**config.mk**
```make
export PLATFORM = sky130hd
export DESIGN_NAME = bank_xlat
export DESIGN_NICKNAME = d
export VERILOG_FILES = /design/src/rtl/bx_pkg.sv /design/src/rtl/bx_regfile.sv /design/src/rtl/bx_area_sel.sv /design/src/rtl/bx_adder.sv /design/src/rtl/bank_xlat.sv
export SDC_FILE = /design/constraint.sdc
export NUM_CORES = 1
export LEC_CHECK = 0
export BUFFER_PORTS_ARGS = -buffer_cell sky130_fd_sc_hd__buf_2
export CAP_MARGIN = 20
export CORE_MARGIN = 4
export CORE_UTILIZATION = 51
export CTS_CLUSTER_DIAMETER = 120
export CTS_CLUSTER_SIZE = 28
export DETAILED_ROUTE_END_ITERATION = 16
export GPL_TIMING_DRIVEN = 1
export PLACE_DENSITY_LB_ADDON = 0.15
export SYNTH_ARGS = -nofsm -noshare
export SYNTH_HDL_FRONTEND = slang
export SYNTH_HIERARCHICAL = 1
export SYNTH_SLANG_ARGS = --single-unit
```
**constraint.sdc**
```tcl
create_clock -name clk -period 3.8 [get_ports clk]
set_clock_uncertainty 0.1 [all_clocks]
set_input_delay 0.19 -clock clk [delete_from_list [all_inputs] [get_ports clk]]
set_output_delay 0.19 -clock clk [all_outputs]
set_load 0.1 [all_outputs]
```
**src/rtl/bx_pkg.sv**
```systemverilog
// Shared types for the banked address translator.
package bx_pkg;
    // Which logical area an address falls into.
    typedef enum logic [1:0] {
        AREA_C0   = 2'd0,
        AREA_BANK = 2'd1,
        AREA_C1   = 2'd2
    } area_e;
endpackage

```
**src/rtl/bx_regfile.sv**
```systemverilog
// Control register file: boundary register, two base registers and the
// sticky ordering-error flag. Assumes single-cycle write strobes; reads are
// combinational from io_addr. Unmatched port addresses read as zero.
module bx_regfile #(
    parameter int          IO_AW     = 8,
    parameter int          REG_W     = 8,
    parameter int          PAGE_W    = 4,
    parameter logic [7:0]  P_BOUND   = 8'h3A,
    parameter logic [7:0]  P_BANK    = 8'h39,
    parameter logic [7:0]  P_COMMON  = 8'h38,
    parameter logic [7:0]  BOUND_RST = 8'hF0
) (
    input  logic             clk,
    input  logic             rst_n,
    input  logic             io_wr,
    input  logic [IO_AW-1:0] io_addr,
    input  logic [REG_W-1:0] io_wdata,
    output logic [REG_W-1:0] io_rdata,
    output logic [REG_W-1:0] bound_q,
    output logic [REG_W-1:0] bank_q,
    output logic [REG_W-1:0] com_q,
    output logic             cfg_err
);
    localparam logic [IO_AW-1:0] A_BOUND  = IO_AW'(P_BOUND);
    localparam logic [IO_AW-1:0] A_BANK   = IO_AW'(P_BANK);
    localparam logic [IO_AW-1:0] A_COMMON = IO_AW'(P_COMMON);

    logic wr_bound, wr_bank, wr_com, bad_order;

    // Decode which register a write targets and whether it misorders nibbles.
    always_comb begin
        wr_bound  = io_wr && (io_addr == A_BOUND);
        wr_bank   = io_wr && (io_addr == A_BANK);
        wr_com    = io_wr && (io_addr == A_COMMON);
        bad_order = io_wdata[2*PAGE_W-1:PAGE_W] < io_wdata[PAGE_W-1:0];
    end

    // Register updates with synchronous reset.
    always_ff @(posedge clk) begin
        if (!rst_n) begin
            bound_q <= REG_W'(BOUND_RST);
            bank_q  <= '0;
            com_q   <= '0;
            cfg_err <= 1'b0;
        end else begin
            if (wr_bound) bound_q <= io_wdata;
            if (wr_bank)  bank_q  <= io_wdata;
            if (wr_com)   com_q   <= io_wdata;
            if (wr_bound && bad_order) cfg_err <= 1'b1;
        end
    end

    // Read-back multiplexer.
    always_comb begin
        if (io_addr == A_BOUND)       io_rdata = bound_q;
        else if (io_addr == A_BANK)   io_rdata = bank_q;
        else if (io_addr == A_COMMON) io_rdata = com_q;
        else                          io_rdata = '0;
    end
endmodule

```
**src/rtl/bx_area_sel.sv**
```systemverilog
// Area selector: classifies a logical page against the two boundary nibbles
// by priority (high common first, then bank, else low fixed). Assumes nothing
// about nibble ordering; a misordered pair simply hides the bank area.
module bx_area_sel #(
    parameter int PAGE_W = 4
) (
    input  logic [PAGE_W-1:0] page,
    input  logic [PAGE_W-1:0] ba,
    input  logic [PAGE_W-1:0] ca,
    output bx_pkg::area_e     area
);
    // Priority compare of the page against the boundaries.
    always_comb begin
        if (page >= ca)      area = bx_pkg::AREA_C1;
        else if (page >= ba) area = bx_pkg::AREA_BANK;
        else                 area = bx_pkg::AREA_C0;
    end
endmodule

```
**src/rtl/bx_adder.sv**
```systemverilog
// Physical address former: picks the base for the selected area (zero for
// the low fixed area), shifts it to page granularity and adds it to the
// zero-extended logical address. Assumes OFF_W + BASE_W == PA_W; the
// sum wraps within PA_W bits.
module bx_adder #(
    parameter int LA_W   = 16,
    parameter int PA_W   = 20,
    parameter int BASE_W = 8,
    parameter int OFF_W  = 12
) (
    input  logic [LA_W-1:0]   log_addr,
    input  bx_pkg::area_e     area,
    input  logic [BASE_W-1:0] bank_base,
    input  logic [BASE_W-1:0] com_base,
    output logic [PA_W-1:0]   phys_addr
);
    logic [BASE_W-1:0] sel_base;
    logic [PA_W-1:0]   base_sh;
    logic [PA_W-1:0]   log_ext;

    // Select the base that applies to the current area.
    always_comb begin
        case (area)
            bx_pkg::AREA_BANK: sel_base = bank_base;
            bx_pkg::AREA_C1:   sel_base = com_base;
            default:           sel_base = '0;
        endcase
    end

    // Align base to page granularity and add with modulo-2^PA_W wrap.
    always_comb begin
        base_sh   = PA_W'({sel_base, {OFF_W{1'b0}}});
        log_ext   = PA_W'(log_addr);
        phys_addr = log_ext + base_sh;
    end
endmodule

```
**src/rtl/bank_xlat.sv**
```systemverilog
// Top of the banked logical-to-physical translator. Holds the control
// registers and drives a combinational translation path. Assumes a
// 16-bit logical space, page nibble = top PAGE_W logical bits.
module bank_xlat #(
    parameter int         LA_W     = 16,
    parameter int         PA_W     = 20,
    parameter int         PAGE_W   = 4,
    parameter int         IO_AW    = 8,
    parameter logic [7:0] P_BOUND  = 8'h3A,
    parameter logic [7:0] P_BANK   = 8'h39,
    parameter logic [7:0] P_COMMON = 8'h38
) (
    input  logic             clk,
    input  logic             rst_n,
    input  logic             io_wr,
    input  logic [IO_AW-1:0] io_addr,
    input  logic [7:0]       io_wdata,
    output logic [7:0]       io_rdata,
    input  logic [LA_W-1:0]  log_addr,
    output logic [PA_W-1:0]  phys_addr,
    output logic             cfg_err
);
    localparam int OFF_W  = LA_W - PAGE_W;
    localparam int BASE_W = PA_W - OFF_W;
    localparam int REG_W  = 2 * PAGE_W;

    logic [REG_W-1:0]  bound_q;
    logic [BASE_W-1:0] bank_q;
    logic [BASE_W-1:0] com_q;
    bx_pkg::area_e     area;

    bx_regfile #(
        .IO_AW(IO_AW), .REG_W(REG_W), .PAGE_W(PAGE_W),
        .P_BOUND(P_BOUND), .P_BANK(P_BANK), .P_COMMON(P_COMMON),
        .BOUND_RST(8'hF0)
    ) u_regs (
        .clk(clk), .rst_n(rst_n), .io_wr(io_wr), .io_addr(io_addr),
        .io_wdata(io_wdata), .io_rdata(io_rdata), .bound_q(bound_q),
        .bank_q(bank_q), .com_q(com_q), .cfg_err(cfg_err)
    );

    bx_area_sel #(.PAGE_W(PAGE_W)) u_sel (
        .page(log_addr[LA_W-1:OFF_W]),
        .ba(bound_q[PAGE_W-1:0]),
        .ca(bound_q[REG_W-1:PAGE_W]),
        .area(area)
    );

    bx_adder #(
        .LA_W(LA_W), .PA_W(PA_W), .BASE_W(BASE_W), .OFF_W(OFF_W)
    ) u_add (
        .log_addr(log_addr), .area(area), .bank_base(bank_q),
        .com_base(com_q), .phys_addr(phys_addr)
    );
endmodule

```
==> reports/metrics.cfg, run 1 <==
[routing]
via_count=1686
drt_iter0_markers=78
routedWlPerCell_um=15.6
vias_per_cell=5.40
dr.pass1.iters=4
drc=0
wirelength_mm=4.86
antenna_left=0

[yosys]
synth_top_cell_by_area=dfxtp_1
yosysSeqAreaShare_pct=25.6
synth_area_per_cell_um2=8.53
async_flop_share_pct=0
synth_area_leaders=dfxtp_1 26%, ha_1 11%, mux2i_1 10%
yosys.area.top_type_share_pct=25.6
syn-num-nets=282
ys.flop_type=dfxtp_1
synth_warnings=6
netlist_area_mm2=0.00195
synthCells=229
synth_cell_type_count=41
synth.top_cells.by_count=27 x nor2_1, 25 x dfxtp_1, 20 x mux2i_1, 20 x nand2_1, 17 x ha_1
yosys_register_bits=25
synth.most_common_cell=nor2_1
synth_edf_count=0

[timing]
finalCritPeriodShare_pct=100
max_slew.worst_pin.slew_ns=0.557
max_clock_freq_mhz=263
finalSetupViolations=1
layout_setup_ws_ns=-0.00776
slew_violations=0
rsz0062_at_grt=yes
whs_ns=0.0692
period_needed_ns=3.81
relSlewSlack_pct=62.9
hold_violations=0

[layout]
final_util_pct=68.5
fill_cells=321
layoutNonFillerInstCount=312
diodes=0
nets=318
drive_above_1_share_pct=38.6
area_growth_syn_to_layout_pct=29.4

[pwr]
leakage_nw=1.15
ir_worst_vdd_mv=0.235
p_per_area_mw_per_mm2=217
power.total_w=0.000548

[global_routing]
grt_pass1_vias=1628
grtUsageTotal_pct=20.0
grt_max_degree=34
grt_pass1_wl_mm=7.89
grt_antenna_before_repair=0
grt-ovfl-total=0

[placement]
place_hpwl_mm=3.70
gp_congestion=0.863
port_buffers=39
dpl.cell_count=301

[setup_path]
cp-end-kind=output pin
reg2reg_from=u_regs/bound_q[4]
arrival_ns=3.52
crit_buf_inv=6
critPathKind=flop to output pin
reg2reg_to=u_regs/bound_q[4]
path_cells=ha_4 > nand2b_4 > a2111oi_4 > o221a_2 > inv_2 > ha_4 > buf_6 > a22oi_2 > nor2_4 > ha_4 > buf_6 > a211oi_2 > nor2_1 > buf_4 > o21ai_4 > buf_6 > xnor2_4 > buf_12
cp_max_fo=3
cp_slowest_cell=a2111oi_4
reg2reg_depth=3
cp-start-kind=flop
max_stage_delay_ns=0.36
cp_top_family=compound AO/OA/AOI/OAI gates
cp.required_ns=3.51
rrSetupSlack_ns=2.90
cp-startpoint=u_regs/bound_q[4]

[die]
core_mm2=0.00369
core.rowCount=22
initial_core_util_pct=53.0
fp.dieW_um=69.9
die-area_mm2=0.00488
ios=64
die_y_um=69.9

[hold_path]
worst_hold_startpoint=io_wdata[7]
holdPathEnd=u_regs/bound_q[7]
hold_depth=3
hp-class=input port to flop

[clocking]
tritoncts=built
cts_buffers=3
clkTransAtPathRegs_ns=0.09
clock_path_buffers=2
insertion_delay_ns=0.27
h-tree-depth=1
postCtsHoldBufs=0
cts_sinks=25
cts_root_buf=clkbuf_8

[run_status]
failed_checks=negative setup slack
status=complete, but fails checks

[run]
maxCapViolCount=0

## per-stage QoR
| step | setup TNS (ns) | area, µm² | setup WS [ns] |
|---|---|---|---|
| after floorplan | -0.353 | 2010 | -0.353 |
| after global placement | 0 | 2260 | 0.0274 |
| after detailed placement | -0.0684 | 2260 | -0.0684 |
| after CTS | 0 | 2400 | 0.00367 |
| after global routing | -0.398 | 2530 | -0.132 |
| final | -0.00776 | 2530 | -0.00776 |
## power breakdown
group | switching (W) | leakage [nW] | internal (W) | total [W]
Sequential | 0.000000326 | 0.200 | 0.000262 | 0.000262
Clock | 0.0000804 | 0.0228 | 0.0000749 | 0.000155
Combinational | 0.0000765 | 0.930 | 0.0000542 | 0.000131
Total | 0.000157 | 1.15 | 0.000391 | 0.000548
## layer usage
| layer | track usage, % | part of all wire (%) | vias to the layer above |
|---|---|---|---|
| met4 | 5.32 | 1.4 | 0 |
| met2 | 32.7 | 48 | 37 |
| met3 | 3.31 | 4.0 | 6 |
| met5 | 0 | 0 | - |
| li1 | - | - | 846 |
| met1 | 27.2 | 47 | 797 |
## sequential cells by signal, indices dropped and copies added, names as in the netlist
signal          flops
u_regs/bank_q       8
u_regs/bound_q      8
u_regs/cfg_err      1
u_regs/com_q        8
## placed cells by master (no fill, tap or decap), types with 2 or more instances in the layout
cell,count
a211oi_2,2
ha_4,5
dfxtp_2,3
o21a_1,5
buf_4,12
nand2_2,2
o21ai_0,13
a22oi_1,2
a22oi_2,5
nor2_1,23
inv_1,14
nand2_1,20
dfxtp_1,22
mux2i_1,20
nor2_4,4
buf_2,32
inv_2,2
buf_12,7
xnor2_2,2
nor2_2,2
buf_6,3
xnor2_4,2
nand3_1,12
nand2b_1,2
clkbuf_8,3
a21oi_1,8
ha_1,12
## cell type report
cell class | count | area, µm² | share of cell area (%)
Tap cell | 48 | 60.1 | 2.38
Clock buffer | 4 | 45.0 | 1.78
Timing Repair Buffer | 55 | 439 | 17.4
Multi-Input combinational cell | 164 | 1420 | 56.1
Sequential cell | 25 | 504 | 20.0
Inverter | 16 | 60.1 | 2.38
## logic make-up (layout without fill, tap and decap cells)
logic type | Yosys count | after routing | share of synthesized area [%]
XOR/XNOR | 4 | 4 | 1.79
AO/OA/AOI/OAI | 45 | 45 | 16.9
AND/OR/NAND/NOR | 76 | 76 | 21.4
multiplexers | 21 | 21 | 10.8
adder cells (fa/ha/maj) | 18 | 18 | 11.9
buffers and inverters | 40 | 75 | 11.5
flip-flops | 25 | 25 | 25.6
## worst min-delay path, cell delays in order
cell and delay [ns]:
buf_2 0.10, mux2i_1 0.06, nand2_1 0.05
## repair_timing
action | CTS | global route
pin swaps | 9 | 17
resized for setup | 20 | 19
setup buffers | 3 | 4
endpoints found under the setup margin | 5 | 5
## how the worst max path moves through the flow
| stage | to | cells after the start | slack [ns] |
|---|---|---|---|
| 2_1_floorplan | phys_addr[18] | 13 | -0.35 |
| 3_3_place_gp | phys_addr[18] | 18 | 0.03 |
| 3_5_place_dp | phys_addr[18] | 18 | -0.07 |
| 4_1_cts | phys_addr[18] | 16 | 0.004 |
| 5_1_grt | phys_addr[19] | 17 | -0.13 |
| 6_report | phys_addr[19] | 18 | -0.008 |
Note: power is estimated with default switching activity, not from simulation.
==> run 2: changes to the inputs <==
Settings changed: BUFFER_PORTS_ARGS -buffer_cell sky130_fd_sc_hd__buf_2 to -buffer_cell sky130_fd_sc_hd__clkbuf_2, HOLD_SLACK_MARGIN set to 0.02, REMOVE_ABC_BUFFERS set to 1.
==> reports/metrics.cfg, run 2 (synthesized netlist as in run 1, its figures left out) <==
[run_status]
status=complete, no violations

[die]
die-area_mm2=0.00488
ios=64
initial_core_util_pct=53.0
die_y_um=69.9
core_mm2=0.00369
core.rowCount=22
fp.dieW_um=69.9

[layout]
reg_top3=u_regs/bank_q x8, u_regs/bound_q x8, u_regs/com_q x8
nets=312
diodes=0
final_cell_mix=32 x clkbuf_2, 25 x nor2_1, 23 x dfxtp_1
drive_above_1_share_pct=34.5
stdcell_area_mm2=0.00238
final_util_pct=64.6
area_growth_syn_to_layout_pct=22.0
layout_commonest_cell=clkbuf_2

[setup_path]
cp-end-kind=output pin
reg2reg_depth=3
cp.required_ns=3.51
cp-start-kind=flop
cp_max_fo=3
critPathKind=flop to output pin
arrival_ns=3.41

[routing]
drt_iter0_markers=51
vias_per_cell=5.57
wirelength_mm=4.81
antenna_left=0
drc=0
dr.pass1.iters=4
routedWlPerCell_um=15.7
via_count=1704

[global_routing]
grt.met2_usage_pct=33.2
grt_antenna_before_repair=0
grt-ovfl-total=0
grtUsageTotal_pct=19.9
grt_pass1_vias=1685
grt_pass1_wl_mm=7.89
gr-usage-met3_pct=5.61
grt_use_met1_pct=24.1
grt_max_degree=34
busiest_layer=met2

[placement]
gp_congestion=0.788
post-place-ws_ns=0.0529
place_hpwl_mm=3.64
port_buffers=39
place_area_mm2=0.00219

[timing]
relSlewSlack_pct=58.3
rsz0062_at_grt=yes
finalCritPeriodShare_pct=97.3
slew_violations=0
finalSetupViolations=0
period_needed_ns=3.70
hold_violations=0
fin_setup_tns_ns=0
layout_setup_ws_ns=0.104
max_slew.worst_pin.slew_ns=0.626
max_clock_freq_mhz=271

[clocking]
tritoncts=built
clkTransAtPathRegs_ns=0.09
h-tree-depth=1
insertion_delay_ns=0.27
clock_path_buffers=2
cts_root_buf=clkbuf_8
cts_buffers=3
cts_sinks=25

[pwr]
ir_worst_vdd_mv=0.271
leakage_nw=1.10
p_per_area_mw_per_mm2=225
pwr-share-comb_pct=22.0
power.total_w=0.000537
seq_power_share_pct=48.8
switching_share_pct=29.1
power.net_switching_w=0.000156
clkPwrFrac_pct=29.2
p_int_w=0.000381

[run]
maxCapViolCount=0

[hold_path]
hp-class=input port to flop
hold_depth=3

==> run 2: path summary, 6_finish.rpt <==
| check | startpoint | end | slack (ns) |
|---|---|---|---|
| setup / recovery | u_regs/bound_q[7] | phys_addr[18] | 0.10 |
| hold / removal | io_wdata[6] | u_regs/bound_q[6] | 0.07 |
| setup reg to reg | u_regs/bound_q[4] | u_regs/bound_q[4] | 2.85 |
| hold reg to reg | u_regs/bank_q[5] | u_regs/bank_q[5] | 0.39 |
==> run 2: timing repair <==
item                       4_1_cts  5_1_grt
pin swaps                        8       12
setup endpoints to repair        4        4
hold buffers                     0        0
resized for setup               14       12
buffers inserted                 1        4
==> run 2: layout make-up <==
type / count / area (µm²)
Tap cell: 48 / 60.1
Inverter: 16 / 60.1
Multi-Input combinational cell: 164 / 1330
Fill cell: 346 / 1310
Clock buffer: 3 / 41.3
Timing Repair Buffer: 49 / 388
Clock inverter: 1 / 5.00
Sequential cell: 25 / 503
==> run 2: through the flow <==
| step | hold slack, ns | std cells |
|---|---|---|
| after detailed placement | 0.281 | 297 |
| final | 0.0697 | 306 |
| after CTS | 0.0686 | 302 |
| after global routing | 0.0826 | 306 |
| after global placement | 0.281 | 297 |
| after floorplan | 0.152 | 205 |
==> run 2: routing by layer <==
layer | routed length, µm | up-vias
li1 | - | 833
met1 | 2130 | 792
met2 | 2210 | 64
met3 | 322 | 15
met4 | 139 | 0
met5 | 0 | -
==> run 2: critical path: stages, from the launching register on <==
cell,delay [ns]
dfxtp_1,0.42
inv_1,0.06
ha_1,0.22
a2111oi_4,0.34
o221a_2,0.27
ha_2,0.20
a22oi_1,0.10
nor2_2,0.10
ha_2,0.18
inv_1,0.05
fa_2,0.36
nor2b_1,0.12
o21a_1,0.16
o21ai_2,0.06
xnor2_1,0.15
bufbuf_16,0.33
==> run 2: power groups by stage <==
| stage | Sequential [W] | Clock [W] | Combinational [W] |
|---|---|---|---|
| after global routing | 0.000262 | 0.000177 | 0.000129 |
| after floorplan | 0.000269 | 0 | 0.0000634 |
| after detailed placement | 0.000269 | 0 | 0.000110 |
| after CTS | 0.000262 | 0.000162 | 0.000114 |
| final | 0.000262 | 0.000157 | 0.000118 |
| after global placement | 0.000268 | 0 | 0.000109 |
==> run 3: changes to the inputs <==
Settings changed: ABC_AREA set to 1, BUFFER_PORTS_ARGS -buffer_cell sky130_fd_sc_hd__clkbuf_2 to -buffer_cell sky130_fd_sc_hd__buf_2, CORE_UTILIZATION 51 to 52.
==> reports/metrics.cfg, run 3 <==
[run_status]
status=complete, no violations

[clocking]
postCtsHoldBufs=0
cts_sinks=25
cts_root_buf=clkbuf_8
clock_path_buffers=2
tritoncts=built
cts_buffers=3
h-tree-depth=1
clkTransAtPathRegs_ns=0.09
insertion_delay_ns=0.27
post-cts-setup-buffer-count=0

[yosys]
synth_area_per_cell_um2=6.44
synth_cell_type_count=32
synth_edf_count=0
yosys_register_bits=25
yosys.area.top_type_share_pct=23.0
async_flop_share_pct=0
yosysSeqAreaShare_pct=23.0
ys.flop_type=dfxtp_1
synth_warnings=6
synth.most_common_cell=nand2_1
synth_top_cell_by_area=dfxtp_1
synth.top_cells.by_count=97 x nand2_1, 62 x inv_1, 31 x nor2_1, 29 x nand3_1, 25 x dfxtp_1
netlist_area_mm2=0.00218
synthCells=338
synth_area_leaders=dfxtp_1 23%, nand2_1 17%, inv_1 11%

[timing]
max_slew.worst_pin.slew_ns=0.641
hold_violations=0
max_clock_freq_mhz=281
period_needed_ns=3.56
slew_violations=0
layout_setup_ws_ns=0.241
finalSetupViolations=0
relSlewSlack_pct=57.2
finalCritPeriodShare_pct=93.7

[routing]
vias_per_cell=4.79
wirelength_mm=4.84
drt_iter0_markers=116
routedWlPerCell_um=11.8
drc=0
antenna_left=0
dr.pass1.iters=4
via_count=1961

[layout]
area_growth_syn_to_layout_pct=9.03
multi_input_area_mm2=0.00127
diodes=0
final_cell_mix=96 x nand2_1, 62 x inv_1, 35 x buf_2
stdcell_area_mm2=0.00237
final_util_pct=58.9
reg_top3=u_regs/bank_q x8, u_regs/bound_q x8, u_regs/com_q x8
layout_commonest_cell=nand2_1
nets=413
drive_above_1_share_pct=21.4
fill_cells=422
regArea_um2=500

[global_routing]
grt-ovfl-total=0
grt_antenna_before_repair=0
grt_pass1_vias=1736
grtUsageTotal_pct=19.1
grt_pass1_wl_mm=7.99
grt_max_degree=26

[setup_path]
critPathKind=flop to output pin
cp_slowest_cell=fa_1
cp_top_family=adder cells
cp_max_fo=4
cp-end-kind=output pin
path_cells=inv_1 > ha_1 > nand2_1 > inv_1 > nand3_1 > nand3_2 > nor2_4 > inv_1 > ha_4 > a21oi_1 > ha_1 > inv_1 > fa_1 > o21ai_1 > nand2_1 > nand2_2 > nand2_1 > nand3_1 > nand2_1 > buf_12
arrival_ns=3.27
crit_buf_inv=5
cp-start-kind=flop
max_stage_delay_ns=0.39
cp.required_ns=3.51

[die]
die-area_mm2=0.00528
fp.dieW_um=72.7
core_mm2=0.00403
die_y_um=72.7
ios=64
initial_core_util_pct=54.0
core.rowCount=23

[run]
maxCapViolCount=0

[placement]
place_area_mm2=0.00228
port_buffers=39
place_hpwl_mm=3.76
gp_congestion=0.840
post-place-ws_ns=0.374

[pwr]
ir_worst_vdd_mv=0.136
leakage_nw=1.32
power.total_w=0.000528
p_per_area_mw_per_mm2=222

[hold_path]
hp-class=input port to flop

==> run 3: changes by cell type in the layout (fill, tap and decap cells not counted), sizes merged, moves of 20 or more <==
cell / before / now
clkbuf: 35 / 6
mux2i: 20 / 0
buf: 16 / 38
nand3: 12 / 32
inv: 16 / 67
nand2: 22 / 107
==> run 3: final timing paths <==
path | start | endpoint | slack (ns) | depth (start not counted)
setup reg to reg | u_regs/bank_q[5] | u_regs/bank_q[5] | 2.95 | 4
hold / removal | io_wdata[4] | u_regs/bank_q[4] | 0.05 | 3
setup / recovery | u_regs/bound_q[6] | phys_addr[18] | 0.24 | 20
hold reg to reg | u_regs/bound_q[3] | u_regs/bound_q[3] | 0.37 | 2
==> run 3: where the power goes <==
| group | total, W | switching, W | leakage [nW] | internal, W |
|---|---|---|---|---|
| combinational | 0.000106 | 0.0000734 | 1.10 | 0.0000328 |
| sequential | 0.000263 | 0.000000542 | 0.201 | 0.000262 |
| clock | 0.000159 | 0.0000835 | 0.0228 | 0.0000751 |
| total | 0.000528 | 0.000157 | 1.32 | 0.000370 |
==> run 3: area by class of cell <==
class                           instances  area share (%)
Clock buffer                            4            1.90
Inverter                               67            10.6
Multi-Input combinational cell        223            53.7
Sequential cell                        25            21.1
Tap cell                               50            2.64
Timing Repair Buffer                   40            10.0
==> run 3: stage by stage <==
stage | TNS [ns] | std cells | hold slack, ns
2_1_floorplan | -0.944 | 315 | 0.166
3_3_place_gp | 0 | 405 | 0.281
3_5_place_dp | 0 | 405 | 0.281
4_1_cts | 0 | 409 | 0.0521
5_1_grt | -0.00406 | 409 | 0.0853
6_report | 0 | 409 | 0.0549
==> run 3: worst reg2reg max path, cell delays in order, from the launching register on <==
cell     delay [ns]
dfxtp_1        0.42
inv_1          0.08
nand2_2        0.06
nand2_1        0.05
nor2_1         0.09
==> run 3: logic make-up after synthesis <==
family	share of synthesized area (%)
buffers and inverters	20.4
adders and majority gates	10.7
xor gates and xnor gates	1.21
and+or+nand+nor	38.0
DFF	23.0
AOI/OAI and AO/OA	6.73
==> run 3: repair_timing <==
item                                    in CTS  in global routing
hold endpoints to repair                     0                  0
endpoints found under the setup margin       0                  5
gates resized for setup                      0                 10
==> run 3: metal layers <==
layer  track usage (%)  vias up  share of wire (%)
li1                  -     1054                  -
met1              26.6      840                 46
met2              29.5       62                 45
met3              4.82        5                7.8
met4              4.92        0                1.1
met5                 0        -                  0
